--- src/rtl/iova_xlate_pkg.sv ---
package iova_xlate_pkg;

  typedef enum logic [2:0] {
    SEL_WBASE = 3'd0,
    SEL_WMASK = 3'd1,
    SEL_PCODE = 3'd2,
    SEL_DBASE = 3'd3,
    SEL_PURGE = 3'd4
  } reg_sel_e;

  typedef enum logic [1:0] {
    ST_IDLE,
    ST_FETCH,
    ST_WAIT
  } walk_st_e;

  // 32 KiB has no code
  function automatic logic [4:0] code_to_shift(input logic [1:0] code);
    case (code)
      2'd0:    return 5'd12;
      2'd1:    return 5'd13;
      2'd2:    return 5'd14;
      default: return 5'd16;
    endcase
  endfunction

endpackage

--- src/rtl/iova_xlate_cfg.sv ---
module iova_xlate_cfg
  import iova_xlate_pkg::*;
#(
  parameter int ADDR_W = 48,
  parameter int LOG_W  = 6
) (
  input  logic              clk_i,
  input  logic              rst_ni,
  input  logic              we_i,
  input  logic [2:0]        sel_i,
  input  logic [63:0]       wdata_i,
  output logic [ADDR_W-1:0] win_base_o,
  output logic              win_en_o,
  output logic [ADDR_W-1:0] win_mask_o,
  output logic [4:0]        shift_o,
  output logic [ADDR_W-1:0] dir_base_o,
  output logic              flush_o,
  output logic              purge_o,
  output logic [ADDR_W-1:0] purge_base_o,
  output logic [LOG_W-1:0]  purge_log_o
);

  logic [ADDR_W-1:0] wbase_q, wmask_q, dbase_q;
  logic [1:0]        code_q;

  always_ff @(posedge clk_i or negedge rst_ni) begin
    if (!rst_ni) begin
      wbase_q <= '0;
      wmask_q <= '0;
      dbase_q <= '0;
      code_q  <= '0;
    end else if (we_i) begin
      case (sel_i)
        SEL_WBASE: wbase_q <= wdata_i[ADDR_W-1:0];
        SEL_WMASK: wmask_q <= wdata_i[ADDR_W-1:0];
        SEL_PCODE: code_q  <= wdata_i[1:0];
        SEL_DBASE: dbase_q <= wdata_i[ADDR_W-1:0];
        default: ;
      endcase
    end
  end

  assign win_en_o     = wbase_q[0];
  assign win_base_o   = {wbase_q[ADDR_W-1:1], 1'b0};
  assign win_mask_o   = wmask_q;
  assign dir_base_o   = dbase_q;
  assign shift_o      = code_to_shift(code_q);
  assign flush_o      = we_i && (sel_i == SEL_PCODE || sel_i == SEL_DBASE);
  assign purge_o      = we_i && (sel_i == SEL_PURGE);
  assign purge_base_o = {wdata_i[ADDR_W-1:LOG_W], {LOG_W{1'b0}}};
  assign purge_log_o  = wdata_i[LOG_W-1:0];

endmodule

--- src/rtl/iova_xlate_addr.sv ---
module iova_xlate_addr #(
  parameter int ADDR_W = 48
) (
  input  logic [ADDR_W-1:0] iova_i,
  input  logic [ADDR_W-1:0] win_base_i,
  input  logic              win_en_i,
  input  logic [ADDR_W-1:0] win_mask_i,
  input  logic [4:0]        shift_i,
  input  logic [ADDR_W-1:0] dir_base_i,
  output logic              in_win_o,
  output logic [ADDR_W-1:0] off_mask_o,
  output logic [ADDR_W-1:0] tag_o,
  output logic [ADDR_W-1:0] ent_addr_o
);

  localparam logic [ADDR_W-1:0] ONES = '1;

  logic [ADDR_W-1:0] rel, idx;

  assign in_win_o   = win_en_i && ((iova_i & win_mask_i) == win_base_i);
  assign off_mask_o = ~(ONES << shift_i);
  assign tag_o      = iova_i & ~off_mask_o;
  assign rel        = iova_i - win_base_i;
  assign idx        = rel >> shift_i;
  assign ent_addr_o = dir_base_i + (idx << 3);

endmodule

--- src/rtl/iova_xlate_tlb.sv ---
module iova_xlate_tlb #(
  parameter int ADDR_W  = 48,
  parameter int ENTRIES = 4,
  parameter int LOG_W   = 6
) (
  input  logic               clk_i,
  input  logic               rst_ni,
  input  logic [ADDR_W-1:0]  lk_tag_i,
  output logic               hit_o,
  output logic [ADDR_W-1:0]  hit_page_o,
  output logic [ENTRIES-1:0] hit_vec_o,
  input  logic               fill_i,
  input  logic [ADDR_W-1:0]  fill_tag_i,
  input  logic [ADDR_W-1:0]  fill_page_i,
  input  logic               flush_i,
  input  logic               purge_i,
  input  logic [ADDR_W-1:0]  purge_base_i,
  input  logic [LOG_W-1:0]   purge_log_i,
  input  logic [ADDR_W-1:0]  off_mask_i
);

  localparam int IDX_W = (ENTRIES > 1) ? $clog2(ENTRIES) : 1;
  localparam logic [ADDR_W-1:0] ONES = '1;

  logic [ENTRIES-1:0] valid_q;
  logic [ADDR_W-1:0]  tag_q  [ENTRIES];
  logic [ADDR_W-1:0]  page_q [ENTRIES];
  logic [ENTRIES-1:0] purge_hit;
  logic [IDX_W-1:0]   ptr_q;
  logic [ADDR_W-1:0]  span;

  // range overlaps page: compare above the wider of range and page
  assign span = ~(ONES << purge_log_i) | off_mask_i;

  for (genvar g = 0; g < ENTRIES; g++) begin : g_ent
    assign hit_vec_o[g] = valid_q[g] && (tag_q[g] == lk_tag_i);
    assign purge_hit[g] = (tag_q[g] & ~span) == (purge_base_i & ~span);

    always_ff @(posedge clk_i or negedge rst_ni) begin
      if (!rst_ni) begin
        valid_q[g] <= 1'b0;
        tag_q[g]   <= '0;
        page_q[g]  <= '0;
      end else if (flush_i || (purge_i && purge_hit[g])) begin
        valid_q[g] <= 1'b0;
      end else if (fill_i && ptr_q == IDX_W'(g)) begin
        valid_q[g] <= 1'b1;
        tag_q[g]   <= fill_tag_i;
        page_q[g]  <= fill_page_i;
      end
    end
  end

  always_ff @(posedge clk_i or negedge rst_ni) begin
    if (!rst_ni) ptr_q <= '0;
    else if (fill_i) ptr_q <= (ptr_q == IDX_W'(ENTRIES - 1)) ? '0 : ptr_q + 1'b1;
  end

  always_comb begin
    hit_page_o = '0;
    for (int i = 0; i < ENTRIES; i++)
      if (hit_vec_o[i]) hit_page_o = hit_page_o | page_q[i];
  end

  assign hit_o = |hit_vec_o;

endmodule

--- src/rtl/iova_xlate.sv ---
module iova_xlate
  import iova_xlate_pkg::*;
#(
  parameter int ADDR_W  = 48,
  parameter int ENTRIES = 4,
  parameter int LOG_W   = 6
) (
  input  logic              clk_i,
  input  logic              rst_ni,
  input  logic              reg_we_i,
  input  logic [2:0]        reg_sel_i,
  input  logic [63:0]       reg_wdata_i,
  input  logic              req_valid_i,
  output logic              req_ready_o,
  input  logic [ADDR_W-1:0] req_iova_i,
  output logic              rsp_valid_o,
  output logic              rsp_err_o,
  output logic [ADDR_W-1:0] rsp_pa_o,
  output logic              mem_req_valid_o,
  input  logic              mem_req_ready_i,
  output logic [ADDR_W-1:0] mem_req_addr_o,
  input  logic              mem_rsp_valid_i,
  input  logic [63:0]       mem_rsp_data_i
);

  logic [ADDR_W-1:0] win_base, win_mask, dir_base, purge_base;
  logic              win_en, flush_all, purge_v;
  logic [4:0]        pg_shift;
  logic [LOG_W-1:0]  purge_log;

  logic              in_win;
  logic [ADDR_W-1:0] off_mask, vpn_tag, ent_addr;

  logic               tlb_hit;
  logic [ADDR_W-1:0]  tlb_page;
  logic [ENTRIES-1:0] tlb_hit_vec;
  logic               tlb_fill;

  walk_st_e          st_q;
  logic [ADDR_W-1:0] iova_q, tag_q, off_q, addr_q;
  logic              stale_q;
  logic              rsp_valid_q, rsp_err_q;
  logic [ADDR_W-1:0] rsp_pa_q;

  logic accept, inval_now, ent_ok;
  logic [ADDR_W-1:0] ent_page;

  iova_xlate_cfg #(.ADDR_W(ADDR_W), .LOG_W(LOG_W)) u_cfg (
    .clk_i       (clk_i),
    .rst_ni      (rst_ni),
    .we_i        (reg_we_i),
    .sel_i       (reg_sel_i),
    .wdata_i     (reg_wdata_i),
    .win_base_o  (win_base),
    .win_en_o    (win_en),
    .win_mask_o  (win_mask),
    .shift_o     (pg_shift),
    .dir_base_o  (dir_base),
    .flush_o     (flush_all),
    .purge_o     (purge_v),
    .purge_base_o(purge_base),
    .purge_log_o (purge_log)
  );

  iova_xlate_addr #(.ADDR_W(ADDR_W)) u_addr (
    .iova_i    (req_iova_i),
    .win_base_i(win_base),
    .win_en_i  (win_en),
    .win_mask_i(win_mask),
    .shift_i   (pg_shift),
    .dir_base_i(dir_base),
    .in_win_o  (in_win),
    .off_mask_o(off_mask),
    .tag_o     (vpn_tag),
    .ent_addr_o(ent_addr)
  );

  iova_xlate_tlb #(.ADDR_W(ADDR_W), .ENTRIES(ENTRIES), .LOG_W(LOG_W)) u_tlb (
    .clk_i       (clk_i),
    .rst_ni      (rst_ni),
    .lk_tag_i    (vpn_tag),
    .hit_o       (tlb_hit),
    .hit_page_o  (tlb_page),
    .hit_vec_o   (tlb_hit_vec),
    .fill_i      (tlb_fill),
    .fill_tag_i  (tag_q),
    .fill_page_i (ent_page),
    .flush_i     (flush_all),
    .purge_i     (purge_v),
    .purge_base_i(purge_base),
    .purge_log_i (purge_log),
    .off_mask_i  (off_mask)
  );

  assign req_ready_o = (st_q == ST_IDLE);
  assign accept      = req_valid_i && req_ready_o;
  assign inval_now   = flush_all || purge_v;
  assign ent_ok      = mem_rsp_data_i[63];
  assign ent_page    = mem_rsp_data_i[ADDR_W-1:0];
  // an invalidation seen during the walk may cover this page: do not cache it
  assign tlb_fill    = (st_q == ST_WAIT) && mem_rsp_valid_i && ent_ok && !stale_q && !inval_now;

  always_ff @(posedge clk_i or negedge rst_ni) begin
    if (!rst_ni) begin
      st_q        <= ST_IDLE;
      iova_q      <= '0;
      tag_q       <= '0;
      off_q       <= '0;
      addr_q      <= '0;
      stale_q     <= 1'b0;
      rsp_valid_q <= 1'b0;
      rsp_err_q   <= 1'b0;
      rsp_pa_q    <= '0;
    end else begin
      rsp_valid_q <= 1'b0;
      if (inval_now) stale_q <= 1'b1;
      case (st_q)
        ST_IDLE: begin
          if (accept) begin
            if (!in_win) begin
              rsp_valid_q <= 1'b1;
              rsp_err_q   <= 1'b1;
              rsp_pa_q    <= '0;
            end else if (tlb_hit) begin
              rsp_valid_q <= 1'b1;
              rsp_err_q   <= 1'b0;
              rsp_pa_q    <= tlb_page | (req_iova_i & off_mask);
            end else begin
              st_q    <= ST_FETCH;
              iova_q  <= req_iova_i;
              tag_q   <= vpn_tag;
              off_q   <= off_mask;
              addr_q  <= ent_addr;
              stale_q <= inval_now;
            end
          end
        end
        ST_FETCH: begin
          if (mem_req_ready_i) st_q <= ST_WAIT;
        end
        ST_WAIT: begin
          if (mem_rsp_valid_i) begin
            st_q        <= ST_IDLE;
            rsp_valid_q <= 1'b1;
            rsp_err_q   <= !ent_ok;
            rsp_pa_q    <= ent_ok ? (ent_page | (iova_q & off_q)) : '0;
          end
        end
        default: st_q <= ST_IDLE;
      endcase
    end
  end

  assign mem_req_valid_o = (st_q == ST_FETCH);
  assign mem_req_addr_o  = addr_q;
  assign rsp_valid_o     = rsp_valid_q;
  assign rsp_err_o       = rsp_err_q;
  assign rsp_pa_o        = rsp_pa_q;

endmodule

--- config.mk ---
export PLATFORM = sky130hd
export DESIGN_NAME = iova_xlate
export DESIGN_NICKNAME = d
export VERILOG_FILES = /design/src/rtl/iova_xlate_pkg.sv /design/src/rtl/iova_xlate_cfg.sv /design/src/rtl/iova_xlate_addr.sv /design/src/rtl/iova_xlate_tlb.sv /design/src/rtl/iova_xlate.sv
export SDC_FILE = /design/constraint.sdc
export NUM_CORES = 2
export LEC_CHECK = 0
export ABC_AREA = 1
export ABC_CLOCK_PERIOD_IN_PS = 5300
export CAP_MARGIN = 10
export CORE_MARGIN = 2
export CORE_UTILIZATION = 30
export CTS_CLUSTER_SIZE = 14
export DETAILED_ROUTE_END_ITERATION = 6
export GPL_TIMING_DRIVEN = 0
export PLACE_DENSITY = 0.43
export SYNTH_ARGS = -nofsm -noshare
export SYNTH_HDL_FRONTEND = slang
export SYNTH_HIERARCHICAL = 1
export SYNTH_SLANG_ARGS = --single-unit
--- constraint.sdc ---
create_clock -name clk_i -period 5.3 [get_ports clk_i]
set_clock_uncertainty 0.2 [all_clocks]
set_input_delay 0.795 -clock clk_i [delete_from_list [all_inputs] [get_ports clk_i]]
set_output_delay 0.795 -clock clk_i [all_outputs]
set_load 0.005 [all_outputs]
==> results.md <==
* Die width at 424 um
* Setup WS post-layout at -115 ps
* Synth Instances at 7833
* Reg clk slew, reported paths at 60 ps
* Status: finished, violations left
* Failing checks: design-rule violations, negative setup slack
* Clock latency on the worst-skew pair at 780 ps
* Fmax at 185 MHz
* Total power at 21.8 mW
* Worst endpoint data arrival time at 5900 ps
* HP Start: req_iova_i[1]
* CTS buffer count at 97
* Least-Margin Pin Slew at 1320 ps
* Detailed Route WL at 332000 um
* Die area at 0.180 sq mm
* Routed len/inst at 30.9 um
* Synth Warn # at 6
* Pwr dens at 332 mW/mm^2
* Setup TNS at -2080 ps
* CORE AREA at 0.176 sq mm
* Cell Area, Synth at 0.0529 sq mm
* I/O pin total at 285
* Max-slew violation count at 0
* Crit. End Element: flip-flop
* Critical Path Source Type: primary input
* Vias in the first global route at 54600
* Placed cells at 10500
* Chip height at 424 um
* CP Max Fanout at 10
* Layout Area Growth over Synthesis at 24.0%
* Placed wire-length estimate at 274000 um
* Tmin final at 5410 ps
* FP Rows at 154
* CTS tree: yes
* Min-Delay Path Class: in2reg
* Gpl congestion at 1.02
* PortBufs at 253
* RSZ-0062 raised after global routing: true
* Clock Root Buffer: clkbuf_16
* Fin cells at 10800
* Mean Syn Cell Area at 6.76 sq um
* Max cap viols at 0
* Sink Count at 781
* Pin count of the biggest net entering global routing at 111
* Leakage Power at 33.3 nW
* Nets@finish at 8618
* Routed vias at 57700
* Longest Clk Path Bufs at 3
* DR vias/cell at 5.37
* Final ANT Viol Nets at 0
* Final Cycle Share at 1.02
* Drt pass-1 iters at 7
* Gr usage total at 0.361
* Slew margin rel. at 0.117
* Drt first-iter violations at 6239
* CP required at 5790 ps
* Worst Setup Path Type: in2reg
* Launch point of the worst reg-to-reg path: u_cfg/code_q[1]$_DFFE_PN0P_
* Initial Util at 0.301
* CTS H-tree depth at 3
* Worst Setup SP: reg_wdata_i[4]
* Peak supply drop at 0.230 mV
* DRC at 1
* Final Hold Vio Count at 0
* First-pass GRT wire length at 451000 um
* Grt ovf at 0
* Share of cells above drive strength 1 at 0.134
* Initial antenna violation count at 17
* Worst slack at placement at -4120 ps
* Final Setup Violations at 40
[cell usage in the layout (no fill, tap or decap), drive strengths merged, types with 6 or more instances in the layout]
cell           count
ha                97
nand2           2826
o22ai             55
nand4            513
clkinv            18
o211ai             8
clkbuf           320
o21ai            347
or2               21
xnor2             59
o21a               9
nor2             434
nor4              28
clkinvlp          16
dfrtp            781
clkdlybuf4s15     13
a31oi             18
inv              877
nand3            862
conb              24
xor2             191
nand3b             6
o21bai             8
buf              454
a21oi            121
bufinv             7
clkdlybuf4s50    206
nor3              19
diode              9
a221oi            18
a211oi             6
a22o              10
[report_power, final]
group | switching [mW] | internal [mW]
Sequential | 0.267 | 6.18
Combinational | 5.67 | 2.71
Clock | 2.93 | 4.06
Total | 8.87 | 12.9
[layout make-up]
type	instances	area (sq um)
fillers	19200	110000
flip-flops and latches	781	19600
diodes	9	22.5
repair buffers	385	3810
well taps	2340	2930
plain buffers	467	2790
multi-input cells	5710	29800
inverters	892	3420
clock buffers	145	2850
clock inverters	26	424
[worst paths after layout]
check / end / slack [ps] / cells past startpoint
worst min register to register: u_tlb/page_q[141]$_DFFE_PN0P_ / 270 / 2
worst max-delay path: u_tlb/tag_q[77]$_DFFE_PN0P_ / -110 / 18
min in group asynchronous: mem_req_addr_o[7]$_DFFE_PN0P_ / 420 / 2
worst max register to register: tag_q[40]$_DFFE_PN0P_ / 50 / 21
worst min-delay path: iova_q[1]$_DFFE_PN0P_ / 150 / 3
max in group asynchronous: u_tlb/page_q[189]$_DFFE_PN0P_ / 2530 / 5
[registers in the layout, indices dropped and copies added (netlist names), 4 cells and up]
name,cells
u_tlb/tag_q,192
rsp_pa_o,48
tag_q,48
iova_q,48
off_q,48
u_tlb/page_q,192
mem_req_addr_o,48
u_cfg/dir_base_o,48
u_tlb/valid_q,4
u_cfg/wbase_q,48
u_cfg/win_mask_o,48
[metrics by stage]
stage	util	hold slack, ps	cell area [sq um]
CTS	0.365	104	64100
global route	0.373	141	65600
global placement	0.333	254	58500
detailed placement	0.335	258	58900
floorplan	-	242	53000
finish	0.373	149	65600
[worst max-delay path, cell delays in order]
cell and delay (ps):
clkdlybuf4s50_1 770, buf_4 250, nand2_1 410, nand2_1 370, inv_1 70, nand2_1 210
nand2_1 140, nor2_1 300, nand3_1 120, nor2_1 310, nand2_1 110, nor2_1 370
nand3_4 490, nand3_4 410, buf_6 290, buf_4 250, nand2_1 70, nand2_1 90
[layer usage]
| metal | GRT usage | vias up | part of all wire |
|---|---|---|---|
| li1 | - | 26300 | - |
| met1 | 0.469 | 28500 | 0.42 |
| met2 | 0.565 | 2348 | 0.44 |
| met3 | 0.0617 | 587 | 0.068 |
| met4 | 0.207 | 4 | 0.067 |
| met5 | 0 | - | 0.000072 |
[timing repair]
action	4_1_cts	5_1_grt
pin swaps	33	66
hold endpoints to repair	69	0
buffers inserted	46	61
hold buffers	1	0
endpoints found under the setup margin	633	491
cloned	0	2
gates resized for setup	579	285
Note: power is estimated with default switching activity, not from simulation.
